### config.mk
export PLATFORM = sky130hd
export DESIGN_NAME = line_status_word
export DESIGN_NICKNAME = d
export VERILOG_FILES = /design/src/rtl/lsw_pkg.sv /design/src/rtl/lsw_ctl_detect.sv /design/src/rtl/lsw_event_gen.sv /design/src/rtl/lsw_word_reg.sv /design/src/rtl/line_status_word.sv
export SDC_FILE = /design/constraint.sdc
export NUM_CORES = 1
export LEC_CHECK = 0
export BUFFER_PORTS_ARGS = -buffer_cell sky130_fd_sc_hd__buf_2
export CELL_PAD_IN_SITES_DETAIL_PLACEMENT = 1
export CELL_PAD_IN_SITES_GLOBAL_PLACEMENT = 1
export CORE_MARGIN = 1
export CORE_UTILIZATION = 36
export CTS_CLUSTER_DIAMETER = 40
export DETAILED_ROUTE_END_ITERATION = 8
export GPL_TIMING_DRIVEN = 0
export PLACE_DENSITY_LB_ADDON = 0.15
export SLEW_MARGIN = 20
export SYNTH_ARGS = -nofsm -noshare
export SYNTH_HDL_FRONTEND = slang
export SYNTH_SLANG_ARGS = --single-unit
### constraint.sdc
create_clock -name clk -period 1.4 [get_ports clk]
set_input_delay 0.21 -clock clk [delete_from_list [all_inputs] [get_ports clk]]
set_output_delay 0.21 -clock clk [all_outputs]
set_load 0.05 [all_outputs]
### src/rtl/lsw_pkg.sv
package lsw_pkg;
  localparam int WORD_W = 16;

  // Bit positions the host decodes.
  localparam int B_OVR = 2;
  localparam int B_EOB = 3;
  localparam int B_CHK = 4;
  localparam int B_NAK = 6;
  localparam int B_DSE = 7;
  localparam int B_BIN = 8;
  localparam int B_RCV = 10;
  localparam int B_BSY = 12;
  localparam int B_DEV = 13;
  localparam int B_DCK = 14;

  typedef logic [WORD_W-1:0] word_t;

  localparam word_t IRQ_MASK = (word_t'(1) << B_OVR) | (word_t'(1) << B_EOB) |
                               (word_t'(1) << B_CHK) | (word_t'(1) << B_NAK) |
                               (word_t'(1) << B_DSE) | (word_t'(1) << B_DEV) |
                               (word_t'(1) << B_DCK);

  typedef enum logic [1:0] {
    CS_TEXT    = 2'd0,
    CS_TEXT_DS = 2'd1,
    CS_BIN     = 2'd2,
    CS_BIN_DS  = 2'd3
  } cs_t;

  // Bits raised by the error flags of one received character.
  function automatic word_t err_bits(input logic vrc, input logic sync,
                                     input logic lrc, input logic nak);
    word_t w;
    w = '0;
    w[B_CHK] = vrc | sync;
    w[B_EOB] = lrc;
    w[B_NAK] = nak;
    w[B_DCK] = vrc | sync | lrc | nak;
    return w;
  endfunction

  // Next control state for one accepted character.
  function automatic cs_t cs_step(input cs_t cur, input logic is_ds);
    cs_t n;
    case (cur)
      CS_TEXT:    n = is_ds ? CS_TEXT_DS : CS_TEXT;
      CS_TEXT_DS: n = is_ds ? CS_BIN     : CS_TEXT;
      CS_BIN:     n = is_ds ? CS_BIN_DS  : CS_BIN;
      default:    n = is_ds ? CS_BIN     : CS_TEXT;
    endcase
    return n;
  endfunction
endpackage

### src/rtl/lsw_ctl_detect.sv
module lsw_ctl_detect
  import lsw_pkg::*;
#(
  parameter int CHAR_W = 8,
  parameter logic [CHAR_W-1:0] DS_CODE  = 8'h10,
  parameter logic [CHAR_W-1:0] EOT_CODE = 8'h04
) (
  input  logic              clk,
  input  logic              rst_n,
  input  logic              recv_mode,
  input  logic              rx_valid,
  input  logic [CHAR_W-1:0] rx_char,
  output logic              ds_hit,
  output logic              eot_hit,
  output logic              bin_mode
);
  cs_t  cs_q;
  logic rx_take;
  logic in_bin;

  assign rx_take  = rx_valid & recv_mode;
  assign in_bin   = (cs_q == CS_BIN) || (cs_q == CS_BIN_DS);
  assign ds_hit   = rx_take && (rx_char == DS_CODE);
  assign eot_hit  = rx_take && (rx_char == EOT_CODE) && !in_bin;
  assign bin_mode = in_bin;

  always_ff @(posedge clk or negedge rst_n) begin
    if (!rst_n) begin
      cs_q <= CS_TEXT;
    end else if (!recv_mode) begin
      cs_q <= CS_TEXT;
    end else if (rx_take) begin
      cs_q <= cs_step(cs_q, ds_hit);
    end
  end
endmodule

### src/rtl/lsw_event_gen.sv
module lsw_event_gen
  import lsw_pkg::*;
(
  input  logic  clk,
  input  logic  rst_n,
  input  logic  recv_mode,
  input  logic  xmit_mode,
  input  logic  dsr,
  input  logic  rx_valid,
  input  logic  err_vrc,
  input  logic  err_sync,
  input  logic  err_lrc,
  input  logic  err_nak,
  input  logic  overrun,
  input  logic  eot_hit,
  output word_t set_bits,
  output logic  dse_event
);
  logic dsr_q;
  logic rx_take;

  assign rx_take   = rx_valid & recv_mode;
  assign dse_event = dsr_q & ~dsr & (xmit_mode | recv_mode);

  always_ff @(posedge clk or negedge rst_n) begin
    if (!rst_n) dsr_q <= 1'b0;
    else        dsr_q <= dsr;
  end

  always_comb begin
    set_bits = '0;
    set_bits[B_OVR] = overrun;
    set_bits[B_DSE] = dse_event;
    if (rx_take) begin
      set_bits[B_DEV] = 1'b1;
      if (!eot_hit) set_bits = set_bits | err_bits(err_vrc, err_sync, err_lrc, err_nak);
    end
  end
endmodule

### src/rtl/lsw_word_reg.sv
module lsw_word_reg
  import lsw_pkg::*;
(
  input  logic  clk,
  input  logic  rst_n,
  input  word_t set_bits,
  input  logic  eot_hit,
  input  logic  stat_rd,
  input  logic  bin_mode,
  input  logic  recv_mode,
  input  logic  busy,
  output word_t stat_word,
  output logic  summary,
  output logic  irq
);
  word_t pend_q;
  word_t pend_nxt;
  logic  sum_q;
  logic  sum_nxt;
  logic  irq_q;
  logic  recv_q;
  logic  busy_q;
  word_t live;

  always_comb begin
    pend_nxt = pend_q;
    if (stat_rd || eot_hit) pend_nxt = '0;
    pend_nxt = pend_nxt | (set_bits & IRQ_MASK);
    if (eot_hit)      sum_nxt = 1'b1;
    else if (stat_rd) sum_nxt = 1'b0;
    else              sum_nxt = sum_q;
  end

  always_ff @(posedge clk or negedge rst_n) begin
    if (!rst_n) begin
      pend_q <= '0;
      sum_q  <= 1'b0;
      irq_q  <= 1'b0;
      recv_q <= 1'b0;
      busy_q <= 1'b0;
    end else begin
      pend_q <= pend_nxt;
      sum_q  <= sum_nxt;
      irq_q  <= |pend_nxt;
      recv_q <= recv_mode;
      busy_q <= busy;
    end
  end

  always_comb begin
    live = '0;
    live[B_BIN] = bin_mode;
    live[B_RCV] = recv_q;
    live[B_BSY] = busy_q;
  end

  assign stat_word = pend_q | live;
  assign summary   = sum_q;
  assign irq       = irq_q;
endmodule

### src/rtl/line_status_word.sv
module line_status_word
  import lsw_pkg::*;
#(
  parameter int CHAR_W = 8,
  parameter logic [CHAR_W-1:0] DS_CODE  = 8'h10,
  parameter logic [CHAR_W-1:0] EOT_CODE = 8'h04
) (
  input  logic              clk,
  input  logic              rst_n,
  input  logic              recv_mode,
  input  logic              xmit_mode,
  input  logic              busy,
  input  logic              dsr,
  input  logic              rx_valid,
  input  logic [CHAR_W-1:0] rx_char,
  input  logic              err_vrc,
  input  logic              err_sync,
  input  logic              err_lrc,
  input  logic              err_nak,
  input  logic              overrun,
  input  logic              stat_rd,
  output logic [15:0]       stat_word,
  output logic              summary,
  output logic              irq
);
  logic  ds_hit;
  logic  eot_hit;
  logic  bin_mode;
  logic  dse_event;
  word_t set_bits;

  lsw_ctl_detect #(.CHAR_W(CHAR_W), .DS_CODE(DS_CODE), .EOT_CODE(EOT_CODE)) i_ctl (
    .clk(clk), .rst_n(rst_n), .recv_mode(recv_mode), .rx_valid(rx_valid),
    .rx_char(rx_char), .ds_hit(ds_hit), .eot_hit(eot_hit), .bin_mode(bin_mode)
  );

  lsw_event_gen i_evt (
    .clk(clk), .rst_n(rst_n), .recv_mode(recv_mode), .xmit_mode(xmit_mode),
    .dsr(dsr), .rx_valid(rx_valid), .err_vrc(err_vrc), .err_sync(err_sync),
    .err_lrc(err_lrc), .err_nak(err_nak), .overrun(overrun), .eot_hit(eot_hit),
    .set_bits(set_bits), .dse_event(dse_event)
  );

  lsw_word_reg i_word (
    .clk(clk), .rst_n(rst_n), .set_bits(set_bits), .eot_hit(eot_hit),
    .stat_rd(stat_rd), .bin_mode(bin_mode), .recv_mode(recv_mode), .busy(busy),
    .stat_word(stat_word), .summary(summary), .irq(irq)
  );
endmodule

# Word level (Yosys, flattened, before mapping)
# Index checks and enable logic that the tools add are counted.
[classes]
muxes = 11
n_eq_ne = 5
reduce_logical = 9
n_bitwise = 11
[ops]
columns = ["operator", "n"]
rows = [
  ["2-to-1 mux 15 bit", 2],
  ["2-to-1 mux 16 bit", 1],
  ["bitwise OR 16 x 13 -> 16 bit", 1],
  ["bitwise OR 16 x 15 -> 16 bit", 1],
  ["OR reduction 16 bit", 1],
  ["bitwise OR 14 x 15 -> 15 bit", 1],
  ["equality test 8 x 3 -> 1 bit, second input constant", 1],
  ["equality test 8 x 5 -> 1 bit, second input constant", 1],
  ["2-to-1 mux 2 bit", 3],
  ["equality test 2 bit, second input constant", 2],
  ["2-to-1 mux 1 bit", 4],
  ["bitwise OR 1 bit", 4],
  ["case mux 2 bit (2 select lines)", 1],
  ["bitwise AND 1 bit", 3],
  ["logical AND 1 bit", 3],
  ["zero test 2 bit", 1],
  ["logical OR 1 bit", 2],
  ["!= test 2 x 1 -> 1 bit, second input constant", 1],
  ["nonzero test 2 bit", 1],
  ["zero test 1 bit", 1],
  ["NOT 1 bit", 1],
]
[totals]
output_inout_bits = 18
wordCells = 43
in_bits = 21
reg_bits = 23

# Logic depth before layout (Yosys ltp)
# Gate-level depths: netlist (run 1).
[depth]
word_depth = 8
mapped_depth = 4
mapped_depth_nobuf = 3

# Cells and area by module
# From an unflattened synthesis (run 1), not the netlist that was laid out.
[hier_totals]
hier_cells = 105
area_unflattened_um2 = 1181.1
[by_module_without_submodules]
columns = ["mod", "seq_area_each_um2", "area_per_inst_um2", "instances", "cells_per_inst"]
rows = [
  ["lsw_word_reg", 500.5, 834.6, 1, 65],
  ["lsw_event_gen", 25.0, 191.4, 1, 25],
  ["lsw_ctl_detect", 50.0, 155.1, 1, 15],
]

# Worst setup path before layout (run 1)
# No wires, ideal clock.
[synth_path]
path_type = "register to register"
startpoint = "register i_word.pend_q[13]"
endpoint = "register i_word.irq_q (netlist: i_word.irq)"
path_stages_with_launch = 4
setup_ns = 0.131
n_path_buf = 0
t_required_ns = 1.269
t_arrival_ns = 1.089
synth_period_minus_slack_ns = 1.220
setup_slack_ns = 0.180
cell_sequence = "dfrtp_1 -> nor4_2 -> a41oi_1 -> or3_1"
[synth_via]
elab_chain_len = 3
[synth_lines]
columns = ["item", "line", "rtl"]
rows = [
  ["from (decl)", "lsw_word_reg.sv:16", "word_t pend_q;"],
  ["from (signal assigned)", "lsw_word_reg.sv:42", "pend_q <= pend_nxt;"],
  ["2-to-1 mux 16 bit", "lsw_word_reg.sv:27", "if (stat_rd || eot_hit) pend_nxt = '0;"],
  ["bitwise OR 16 x 15 -> 16 bit", "lsw_word_reg.sv:28", "pend_nxt = pend_nxt | (set_bits & IRQ_MASK);"],
  ["OR reduction 16 bit", "lsw_word_reg.sv:44", "irq_q <= |pend_nxt;"],
  ["to (signal assigned)", "lsw_word_reg.sv:44", ""],
  ["to (decl)", "lsw_word_reg.sv:20", "logic irq_q;"],
]
# No other way between the ends.
# A chain may end at the register's enable or synchronous reset.

# Worst setup path after layout (run 1)
[layout_path]
startpoint = "register i_word.pend_q[6]"
endpoint = "register i_word.irq_q (netlist: i_word.irq)"
# Same word-level chain as after synthesis.

==> results.txt, run 1 <==
- Overall routed net length: 2465 µm
- In this run the horizontal extent of the chip is 56.10 µm.
- Dpl ws: slightly below 0.03 ns
* Static Leak: 0.7312 nW
- Sw power: 0.3829 mW
- Once layout is complete, the utilization of the core stands at 0.5168.
- Worst hold path type: primary input to flop
* Max Buffers Root-to-Sink: 2
* Nets: 159
* Post-route clock skew: about 0.0089 ns
* Internal reg-to-reg setup slack: about 0.032 ns
- Derived from the worst setup path, the maximum achievable clock frequency is about 730 MHz.
- Final weighted congestion in routability-driven placement: ~0.71
- Source of the critical timing path: i_word.pend_q[6]
- Clock tree synthesis selected as its root buffer the cell clkbuf_4.
- Initial antenna violation count: 0
- Placed Instances: 157
- Across the VDD grid, the largest voltage drop is 0.0006502 V.
- The initialized floorplan defines 19 standard-cell rows.
* Startpoint of the lowest-slack register-to-register path: i_word.pend_q[6]
- After global routing the overflow that remains totals 0.
- Layout Area Growth over Synthesis: 35.27%
- Latest clock arrival within the worst-skew pair: between 0.3 and 0.4 ns
* Clock slew at reported path FFs: 0.13 ns
* Worst hold path endpoint: i_word.irq
- Switching share of power: 0.2980
- After detailed routing, the number of remaining DRC violations is 0.
- After synthesis the netlist holds a flip-flop and latch count of 23.
- Clock sink total: 23
* Routed wire per std cell: 14.67 µm
* First-pass GRT wire length: 4112 µm
- Synthesis instantiated 29 different standard cells from the library.
- Clock tree from TritonCTS: done
- At the pin with the least slew margin, the transition time is 0.5258 ns.
- Total power divided by cell area: about 900 nW/µm²
* Share of final-layout standard cells stronger than drive strength 1: 0.5109
- Data required time at the worst endpoint: roughly 1.6 ns
- Synth Cell Area: roughly 1100 µm²
- Hold path start: overrun
- Final cycle utilization of the critical path: 0.9773
- Clock group share of total power: 0.241
- For this run, the total global-route usage over all layers was measured as 0.1695.
* CP Capture Type: flop
* I/O pin cnt: 39
- Count of cells along the worst register-to-register path: 3
* Die ar.: 3147 µm²
- Synthesis produced 88 cells.
- For this run, the number of Yosys warnings is 0.
- Final instance count without filler cells: 168
- The share of total power dissipated in sequential elements is 0.552.
- STA classifies the critical path startpoint as a flop.
- The worst pin sits at a relative slew slack of 0.6494.
* Synthesized area per cell: 11.97 µm²
* Via count of the first global-routing pass: 896
- Setup repair after global routing could not meet its margin everywhere.
* Initial core utilization: 0.3820
* Total via count in the routed design: 850
* Worst Path Arrival: 1.58 ns
* Cell depth of the worst hold path: 2
* Inserted Clock Buffers: 3
- In the final timing run, aggregate negative setup slack is 0 ns.
- Max-cap violations in this run came to 0.
- The number of pins with negative max-slew slack in the final report came to 0.
- Post-detail-place hpwl: between 1500 and 2000 µm
* Crit Path Max Fanout: 3
- Setup violations remaining at the end of the flow were counted as 0.
* ANT nets after route: 0
- Detail-routed via count per cell: roughly 5
- Internal power comes to around 0.9 mW.
* Core area: 2758 µm²
- The worst setup path is of the flop to flop kind.
- Iteration-0 DRC count of the detailed router: 16
* Worst Setup Slack, final: between 0.03 and 0.04 ns
- Worst r2r dst: i_word.irq
- Part of the total power dissipated in combinational logic: 0.207
- Final hold viol count: 0
* Tmin final: 1.368 ns
* Maximum number of pins on one net before global-route repair: 24
* Floorplan die height: 56.10 µm
- Antenna Cells: 0
* Status: finished, final reports clean
- The pre-antenna-repair detailed-routing pass consisted of 4 iterations.
- Net count of the mapped netlist: 109
- Buffers placed on the I/O ports in this run total 38.
- For this run, the register share of the synthesized area comes to 0.5463.
* Number of levels in the clock H-tree: 1
- After filler insertion, the fill cell instance count of the layout stands at 324.
registers in the layout, summed over array words and instances, names as in the netlist:
signal / count
i_word.pend_q: 16
i_ctl.cs_q: 2
i_evt.dsr_q: 1
i_word.busy_q: 1
i_word.irq: 1
i_word.recv_q: 1
i_word.summary: 1
synthesized netlist by cell type (all sizes together):
master / count / area share
and4bb: 1 / 0.015
or3: 1 / 0.0059
a2bb2oi: 2 / 0.017
a41oi: 1 / 0.0083
nand3: 3 / 0.014
or2: 3 / 0.018
a31oi: 1 / 0.020
nand4b: 1 / 0.0083
o21ai: 2 / 0.0095
and3: 1 / 0.011
nor3b: 1 / 0.018
o22ai: 1 / 0.0059
nand2b: 1 / 0.0059
nor4: 6 / 0.062
inv: 2 / 0.0071
a21oi: 1 / 0.0047
a31o: 1 / 0.0083
o2bb2ai: 1 / 0.0083
a21o: 1 / 0.0071
a32oi: 2 / 0.017
buf: 14 / 0.097
and2: 9 / 0.053
dfrtp: 23 / 0.55
nand2: 3 / 0.011
nor2: 6 / 0.021
logic make-up after synthesis:
logic type,count (synthesis),synth area share
simple gates,36,0.2435
flops,23,0.5463
buf+inv,16,0.1045
compound gates,13,0.1057
final cells by class:
cell class	count	area (µm²)	share of cell area
multi-input combinational	49	390.4	0.2739
sequential	23	575.6	0.4039
clock buffer	3	22.52	0.01580
timing repair buffer	45	282.8	0.1984
clock inverter	1	5.005	0.003512
tap	31	38.79	0.02722
inverter	2	7.507	0.005268
buffer	14	102.6	0.07199
worst max-delay path by stage:
| stage | cells past startpoint | slack (ns) | end |
|---|---|---|---|
| 2_1_floorplan | 3 | 0.18 | i_word.irq |
| 3_3_place_gp | 3 | 0.04 | i_word.irq |
| 3_5_place_dp | 3 | 0.03 | i_word.irq |
| 4_1_cts | 3 | 0.003 | i_word.irq |
| 5_1_grt | 3 | -0.04 | i_word.irq |
| 6_report | 3 | 0.03 | i_word.irq |
metal layers:
| metal | vias to the layer above | share of wire | global-route usage |
|---|---|---|---|
| li1 | 400 | - | - |
| met1 | 423 | 0.43 | 0.2187 |
| met2 | 25 | 0.52 | 0.2891 |
| met3 | 2 | 0.040 | 0.02326 |
| met4 | 0 | 0.0077 | 0.06272 |
| met5 | - | 0 | 0 |
power groups by stage:
stage          clock network [mW]  registers, mW  logic, mW
6_report                    0.309          0.709      0.266
5_1_grt                     0.336          0.713      0.286
4_1_cts                     0.320          0.708      0.263
3_5_place_dp                    0          0.720      0.246
3_3_place_gp                    0          0.719      0.242
2_1_floorplan                   0          0.719      0.157
per-stage QoR:
step	hold slack, ns	total power, mW	instance area [µm²]
global placement	0.2097	0.9610	1282
global route	0.1236	1.334	1425
floorplan	-0.08559	0.8763	1054
detailed placement	0.2189	0.9655	1282
CTS	0.1052	1.290	1398
finish	0.1080	1.285	1425
cell usage in the layout, fill, tap and decap left out, types with 2 or more instances in the layout:
| cell | n |
|---|---|
| a2bb2oi_1 | 2 |
| inv_1 | 2 |
| clkbuf_4 | 3 |
| nand3_1 | 3 |
| dfrtp_1 | 23 |
| dlygate4sd3_1 | 4 |
| buf_4 | 16 |
| buf_2 | 36 |
| nor4_4 | 2 |
| nand2_1 | 3 |
| and2_1 | 9 |
| nor2_1 | 6 |
| or2_4 | 3 |
| buf_8 | 3 |
| nor4_1 | 2 |
| a32oi_1 | 2 |
| nor4_2 | 2 |
worst max-delay path: stages, from the launching register on:
cell and delay (ns):
dfrtp_1 0.43, nor4_1 0.32, a41oi_1 0.15, or3_1 0.36
repair_timing:
action,CTS,global route
pin swaps,0,0
setup buffers,3,0
gates resized for setup,8,6
setup endpoints to repair,3,3
hold buffers,4,0
hold endpoints to repair,26,0
Power figures use the tool's default switching activity.
==> run 2, diff against run 1 <==
ABC_CLOCK_PERIOD_IN_PS = 1400   (was default)
RECOVER_POWER = 25   (was default)
==> results.txt, run 2 (synthesis results as in run 1) <==
- Status: finished, final reports clean (unchanged).
- The sink count of the clock tree came to 23 (unchanged).
* Die ar.: 3147 µm² (unchanged)
* Layout Area Growth over Synthesis: 35.15% (was 35.27%)
- The wire length the detailed router placed on met1 came to 1064 µm (was 1065 µm).
- The number of global-route vias before repair was 896 (unchanged).
- Met2 Wirelength: 1281 µm (unchanged)
- Total via count in the routed design: 850 (unchanged)
- The sum of routed wire length over all layers came to 2464 µm (was 2465 µm).
- The non-filler instance count after layout was 168 (unchanged).
- The area of the core region is 2758 µm² (unchanged).
* Worst hold path type: primary input to flop (unchanged)
* Static Leak: 0.7286 nW (was 0.7312 nW)
- Clock slew at reported path FFs: 0.13 ns (about the same)
* Max Buffers Root-to-Sink: 2 (unchanged)
* Root buffer cell: clkbuf_4 (unchanged)
- The relative max-transition margin came to 0.6101 (was 0.6494).
- The required time of the critical path came to 1.61 ns (about the same).
* Clock tree from TritonCTS: done (unchanged)
- Most frequent cells in the layout: 34 x buf_2, 23 x dfrtp_1, 16 x buf_4 (was 36 x buf_2, 23 x dfrtp_1, 16 x buf_4)
* Post-detail-place hpwl: 1732 µm (unchanged)
- The hold-critical path depth is 2 (unchanged).
- Remaining global-route overflow: 0 (unchanged)
- Final number of max-transition violations: 0 (unchanged)
* Cell at the slowest stage of the critical path: dfrtp_1 (unchanged)
- The die height was 56.10 µm (unchanged).
* Total power divided by cell area: 902.1 nW/µm² (was 901.5 nW/µm²)
- Area after detailed placement: 1282 µm² (unchanged)
* Maximum number of pins on one net before global-route repair: 24 (unchanged)
* Area of all placed cells without fillers: 1424 µm² (was 1425 µm²)
* I/O pin cnt: 39 (unchanged)
- Number of detailed-route iterations in the first pass: 4 (unchanged)
- Die width: 56.10 µm (unchanged)
* Uppermost signal routing layer after detailed routing: met4 (unchanged)
- The critical-path maximum fanout is 3 (unchanged).
- Type of origin of the critical path: flop (unchanged)
- The number of flip-flops under the largest register name is 16 (unchanged).
- Final hold viol count: 0 (unchanged)
- The number of antenna violations at the first check in global routing is 0 (unchanged).
* CP peak stage delay: 0.43 ns (about the same)
* Number of levels in the clock H-tree: 1 (unchanged)
- The total length of routed met3 wires was 99 µm (unchanged).
- Cells along the critical path: nor4_1 > a41oi_1 > or3_1 (unchanged)
- The transition time at the pin with the least slew margin was 0.5849 ns (was 0.5258 ns).
* Leading cell type in the layout, fill and taps excluded: buf_2 (unchanged)
- The routed wirelength normalized by instance count was 14.67 µm (about the same).
* Latest clock arrival within the worst-skew pair: 0.31 ns (about the same)
- Max Fclk: 730.9 MHz (unchanged)
* Share of final-layout standard cells stronger than drive strength 1: 0.5036 (was 0.5109)
- The final net count is 159 (unchanged).
* Setup-violating endpoint count in the final report: 0 (unchanged)
* Setup repair after global routing missed its margin: true (unchanged)
* Number of buffers added on ports: 38 (unchanged)
- The total CTS buffers came to 3 (unchanged).
- The per-cell via count in the routed design is 5.060 (unchanged).
* Worst-case vdd ir drop: 0.0006502 V (about the same)
* Regs by FF count: i_word.pend_q x16, i_ctl.cs_q x2 (unchanged)
- Iteration-0 DRC count of the detailed router: 16 (unchanged)
* Antenna Cells: 0 (unchanged)
* CP Capture Type: flop (unchanged)
* Placed Instances: 157 (unchanged)
- The initial standard-cell utilization of the core came to 0.3820 (unchanged).
- Post-detailed-route DRC marker count: 0 (unchanged)
- Post-route clock skew: 0.008889 ns (unchanged)
- Count of cells along the worst register-to-register path: 3 (unchanged)
- Tmin final: 1.368 ns (unchanged)
- The antenna violation net count after detailed routing is 0 (unchanged).
- Worst Path Arrival: 1.58 ns (about the same)
* Final weighted congestion in routability-driven placement: 0.7143 (unchanged)
- The worst setup path category was flop to flop (unchanged).
* Register bank with the most flops: i_word.pend_q (unchanged)
- The final clock period utilization by the worst path came to 0.9773 (unchanged).
- Overall fraction of global-route tracks in use: 0.1695 (unchanged)
- The total of max-cap violations came to 0 (unchanged).
- First-pass GRT wire length: 4112 µm (unchanged)
- The floorplan row count was 19 (unchanged).
==> run 2: changes by cell type in the layout (fill, tap and decap cells not counted) <==
cell	before	now
clkbuf_2	0	1
buf_2	36	34
clkbuf_1	0	1
==> run 2: worst max-delay path, delay by kind of cell, from the launching register on <==
kind	cells	cell delay (ns)
AOI/OAI and AO/OA	1	0.15
and+or+nand+nor	2	0.68
DFF	1	0.43
==> run 2: cell type report <==
| class | count | area, µm² |
|---|---|---|
| Timing Repair Buffer | 45 | 281.5 |
| Clock inverter | 1 | 5.005 |
| Sequential cell | 23 | 575.6 |
| Inverter | 2 | 7.507 |
| Multi-Input combinational cell | 49 | 390.4 |
| Fill cell | 325 | 1334 |
| Clock buffer | 3 | 22.52 |
| Tap cell | 31 | 38.79 |
| Buffer | 14 | 102.6 |
==> run 2: worst paths after layout <==
check                              endpoint             start  slack (ns)
max                              i_word.irq  i_word.pend_q[6]        0.03
min                              i_word.irq           overrun        0.11
max reg2reg                      i_word.irq  i_word.pend_q[6]        0.03
min reg2reg                  i_word.summary    i_word.summary        0.50
max in group asynchronous     i_ctl.cs_q[0]             rst_n        0.60
min in group asynchronous  i_word.pend_q[9]             rst_n        0.41
==> run 2: through the flow <==
step | utilization | total power, mW | hold WS, ns | worst slack [ns] | TNS [ns]
2_1_floorplan | - | 0.8763 | -0.08559 | 0.1799 | 0
3_3_place_gp | 0.4651 | 0.9610 | 0.2097 | 0.03750 | 0
3_5_place_dp | 0.4651 | 0.9655 | 0.2189 | 0.02930 | 0
4_1_cts | 0.5068 | 1.290 | 0.1052 | 0.003093 | 0
5_1_grt | 0.5163 | 1.334 | 0.1236 | -0.03714 | -0.05488
6_report | 0.5163 | 1.284 | 0.1080 | 0.03185 | 0
==> run 2: routing by layer <==
layer	vias to the layer above	global-route usage
met4	0	0.06272
met3	2	0.02326
li1	400	-
met2	25	0.2891
met1	423	0.2187
met5	-	0
==> run 2: power by group <==
part	total, mW	internal (mW)	leakage [nW]	switching, mW
Sequential	0.709	0.687	0.299	0.0218
Combinational	0.266	0.107	0.412	0.158
Clock	0.309	0.107	0.0177	0.203
==> run 2: repair_timing <==
| item | in CTS | in global routing |
|---|---|---|
| resized for setup | 8 | 6 |
| hold endpoints to repair | 26 | 0 |
| endpoints found under the setup margin | 3 | 3 |
| buffers inserted | 3 | 0 |
| hold buffers | 4 | 0 |
==> run 3, diff against run 2 <==
ABC_CLOCK_PERIOD_IN_PS = 1610   (was 1400)
CORE_UTILIZATION = 39   (was 36)
clock period = 1.61 ns   (was 1.4 ns; I/O delays follow)
==> results.txt, run 3 (synthesis results as in run 1) <==
- Iteration-0 DRC count of the detailed router: 7 (was 16)
- The worst setup slack after layout is 0.09082 ns (was 0.03185 ns).
* Static Leak: 0.6862 nW (was 0.7286 nW)
- Met2 Wirelength: 1108 µm (was 1281 µm)
- Die ar.: 2913 µm² (was 3147 µm²)
- The maximum number of pins on one net before global-route repair came to 24 (unchanged).
- The worst path needs 1.519 ns of the cycle, external delays included.
* Clock sink total: 23 (unchanged)
- The arrival time at the worst endpoint is 1.28 ns (was 1.58 ns).
- The destination of the worst hold path is i_word.busy_q (was i_word.irq).
* Max Buffers Root-to-Sink: 2 (unchanged)
* Routed wl met3: 98 µm (was 99 µm)
- The combined global-route utilization of all metal layers is 0.1676 (was 0.1695).
- # Max-Cap Violations: 0 (unchanged)
* Clock tree from TritonCTS: done (unchanged)
- The post-route cell area is 1318 µm² (was 1424 µm²).
* Inserted Clock Buffers: 3 (unchanged)
* Leading cell type in the layout, fill and taps excluded: buf_2 (unchanged)
* Number of levels in the clock H-tree: 1 (unchanged)
- Final weighted congestion in routability-driven placement: 0.7393 (was 0.7143)
* Worst r2r dst: i_word.irq (unchanged)
* Number of buffers added on ports: 38 (unchanged)
* Layout Area Growth over Synthesis: 25.06% (was 35.15%)
- CP Capture Type: primary output (was flop)
* Worst-case vdd ir drop: 0.0005035 V (was 0.0006502 V)
- Most frequent cells in the layout: 38 x buf_2, 23 x dfrtp_1, 13 x buf_4 (was 34 x buf_2, 23 x dfrtp_1, 16 x buf_4).
* Share of final-layout standard cells stronger than drive strength 1: 0.4962 (was 0.5036)
- Floorplan die height: 53.98 µm (was 56.10 µm)
- Dpl ws: 0.2402 ns (was 0.02930 ns)
- CP peak stage delay: 0.45 ns (was 0.43 ns)
- The number of pins with negative max-slew slack in the final report came to 0 (unchanged).
- The internal reg-to-reg setup slack came to 0.26 ns (was 0.03 ns).
- Uppermost signal routing layer after detailed routing: met4 (unchanged)
- Latest clock arrival within the worst-skew pair: 0.30 ns (was 0.31 ns)
- Register bank with the most flops: i_word.pend_q (unchanged)
- The relative max-transition margin came to 0.6189 (was 0.6101).
- Least-Margin Pin Slew: 0.5717 ns (was 0.5849 ns)
- The global route total overflow is 0 (unchanged).
- The kind of start point of the critical path is a flop (unchanged).
- The initial standard-cell utilization of the core was 0.4177 (was 0.3820).
* I/O pin cnt: 39 (unchanged)
- The floorplan row count came to 18 (was 19).
- The via count is 798 (was 850).
* Clock slew at reported path FFs: 0.13 ns (about the same)
* Core area: 2522 µm² (was 2758 µm²)
- The hold-critical path depth came to 1 (was 2).
* Antenna Cells: 0 (unchanged)
- Data required time at the worst endpoint: 1.37 ns (was 1.61 ns)
* Final core utilization: 0.5223 (was 0.5163)
- Regs by FF count: i_word.pend_q x16, i_ctl.cs_q x2 (unchanged).
- Initial antenna violation count: 0 (unchanged)
* Crit Path Class: flop to primary output (was flop to flop)
- The startpoint of the worst-slack reg-to-reg timing path is i_word.pend_q[6] (unchanged).
* Number of detailed-route iterations in the first pass: 3 (was 4)
* Hold path start: busy (was overrun)
- Final cycle utilization of the critical path: 0.9436
- Count of cells along the worst register-to-register path: 3 (unchanged)
* Cells along the critical path: or2_2 > buf_2 (was nor4_1 > a41oi_1 > or3_1)
* Total power divided by cell area: 821.8 nW/µm² (was 902.1 nW/µm²)
- Sum Neg Setup Slack: 0 ns (unchanged)
- Routed wire per std cell: 13.48 µm (was 14.67 µm)
- ANT nets after route: 0 (unchanged)
- Max FFs per register: 16 (unchanged)
- Worst hold path type: primary input to flop (unchanged)
- The number of failing hold endpoints at the final stage was 0 (unchanged).
- For this run, the top clock speed supported by timing is 658.3 MHz.
- Post-route clock skew: 0.007322 ns (was 0.008889 ns)
* Die width: 53.98 µm (was 56.10 µm)
- The number of global-route vias before repair is 724 (was 896).
- Setup repair after global routing missed its margin: false (was true)
- Crit Path Max Fanout: 3 (unchanged)
- Post-detailed-route DRC marker count: 0 (unchanged)
* Number of fillers in the final layout: 290 (was 325)
* Nets: 153 (was 159)
* First-pass GRT wire length: 3443 µm (was 4112 µm)
* Wl on met1: 945 µm (was 1064 µm)
- Area after detailed placement: 1281 µm² (was 1282 µm²)
- Cell at the slowest stage of the critical path: dfrtp_1 (unchanged)
- Status: finished, final reports clean (unchanged).
* Detail-routed via count per cell: 4.957 (was 5.060)
- Root buffer cell: clkbuf_4 (unchanged)
* Setup-violating endpoint count in the final report: 0 (unchanged)
- Overall routed net length: 2171 µm (was 2464 µm)
- Post-detail-place hpwl: 1698 µm (was 1732 µm)
[run 3: worst max-delay path by stage]
stage,start,to,cells after the start
2_1_floorplan,i_word.pend_q[13],i_word.irq,3
3_3_place_gp,i_word.pend_q[6],i_word.irq,3
3_5_place_dp,i_word.pend_q[6],i_word.irq,3
4_1_cts,i_ctl.cs_q[1],stat_word[8],2
5_1_grt,i_ctl.cs_q[1],stat_word[8],2
6_report,i_ctl.cs_q[1],stat_word[8],2
[run 3: where the power goes]
group          total, mW  leakage [nW]  internal, mW  switching [mW]
logic              0.213         0.372        0.0792           0.133
clock network      0.257        0.0150        0.0963           0.161
registers          0.613         0.299         0.598          0.0153
[run 3: area by class of cell]
cell class	instances	area (µm²)	area share
plain buffers	14	102.6	0.07787
clock buffers	4	26.28	0.01994
well taps	30	37.54	0.02849
multi-input cells	49	367.9	0.2792
inverters	2	7.507	0.005698
repair buffers	39	200.2	0.1519
flip-flops and latches	23	575.6	0.4368
[run 3: stage by stage]
step | cells | hold slack (ns) | power, mW
after global routing | 161 | 0.02582 | 1.139
after CTS | 161 | 0.03851 | 1.097
final | 161 | 0.04826 | 1.083
after detailed placement | 156 | 0.2439 | 0.8387
after global placement | 156 | 0.2405 | 0.8351
after floorplan | 88 | -0.05409 | 0.7620
[run 3: layer usage]
layer	vias to the layer above	GRT usage
li1	386	-
met1	389	0.2310
met2	21	0.2695
met3	2	0.02542
met4	0	0.05128
met5	-	0
[run 3: worst max-delay path: cells and delay by family (launching register included)]
kind	cells	cell delay, ns
flip-flops	1	0.45
buffers and inverters	1	0.21
AND/OR/NAND/NOR	1	0.32
[run 3: timing repair]
| item | in CTS | in global routing |
|---|---|---|
| resized for setup | 0 | 0 |
| endpoints found under the hold margin | 23 | 0 |
| hold buffers | 1 | 0 |
| buffers inserted | 0 | 0 |
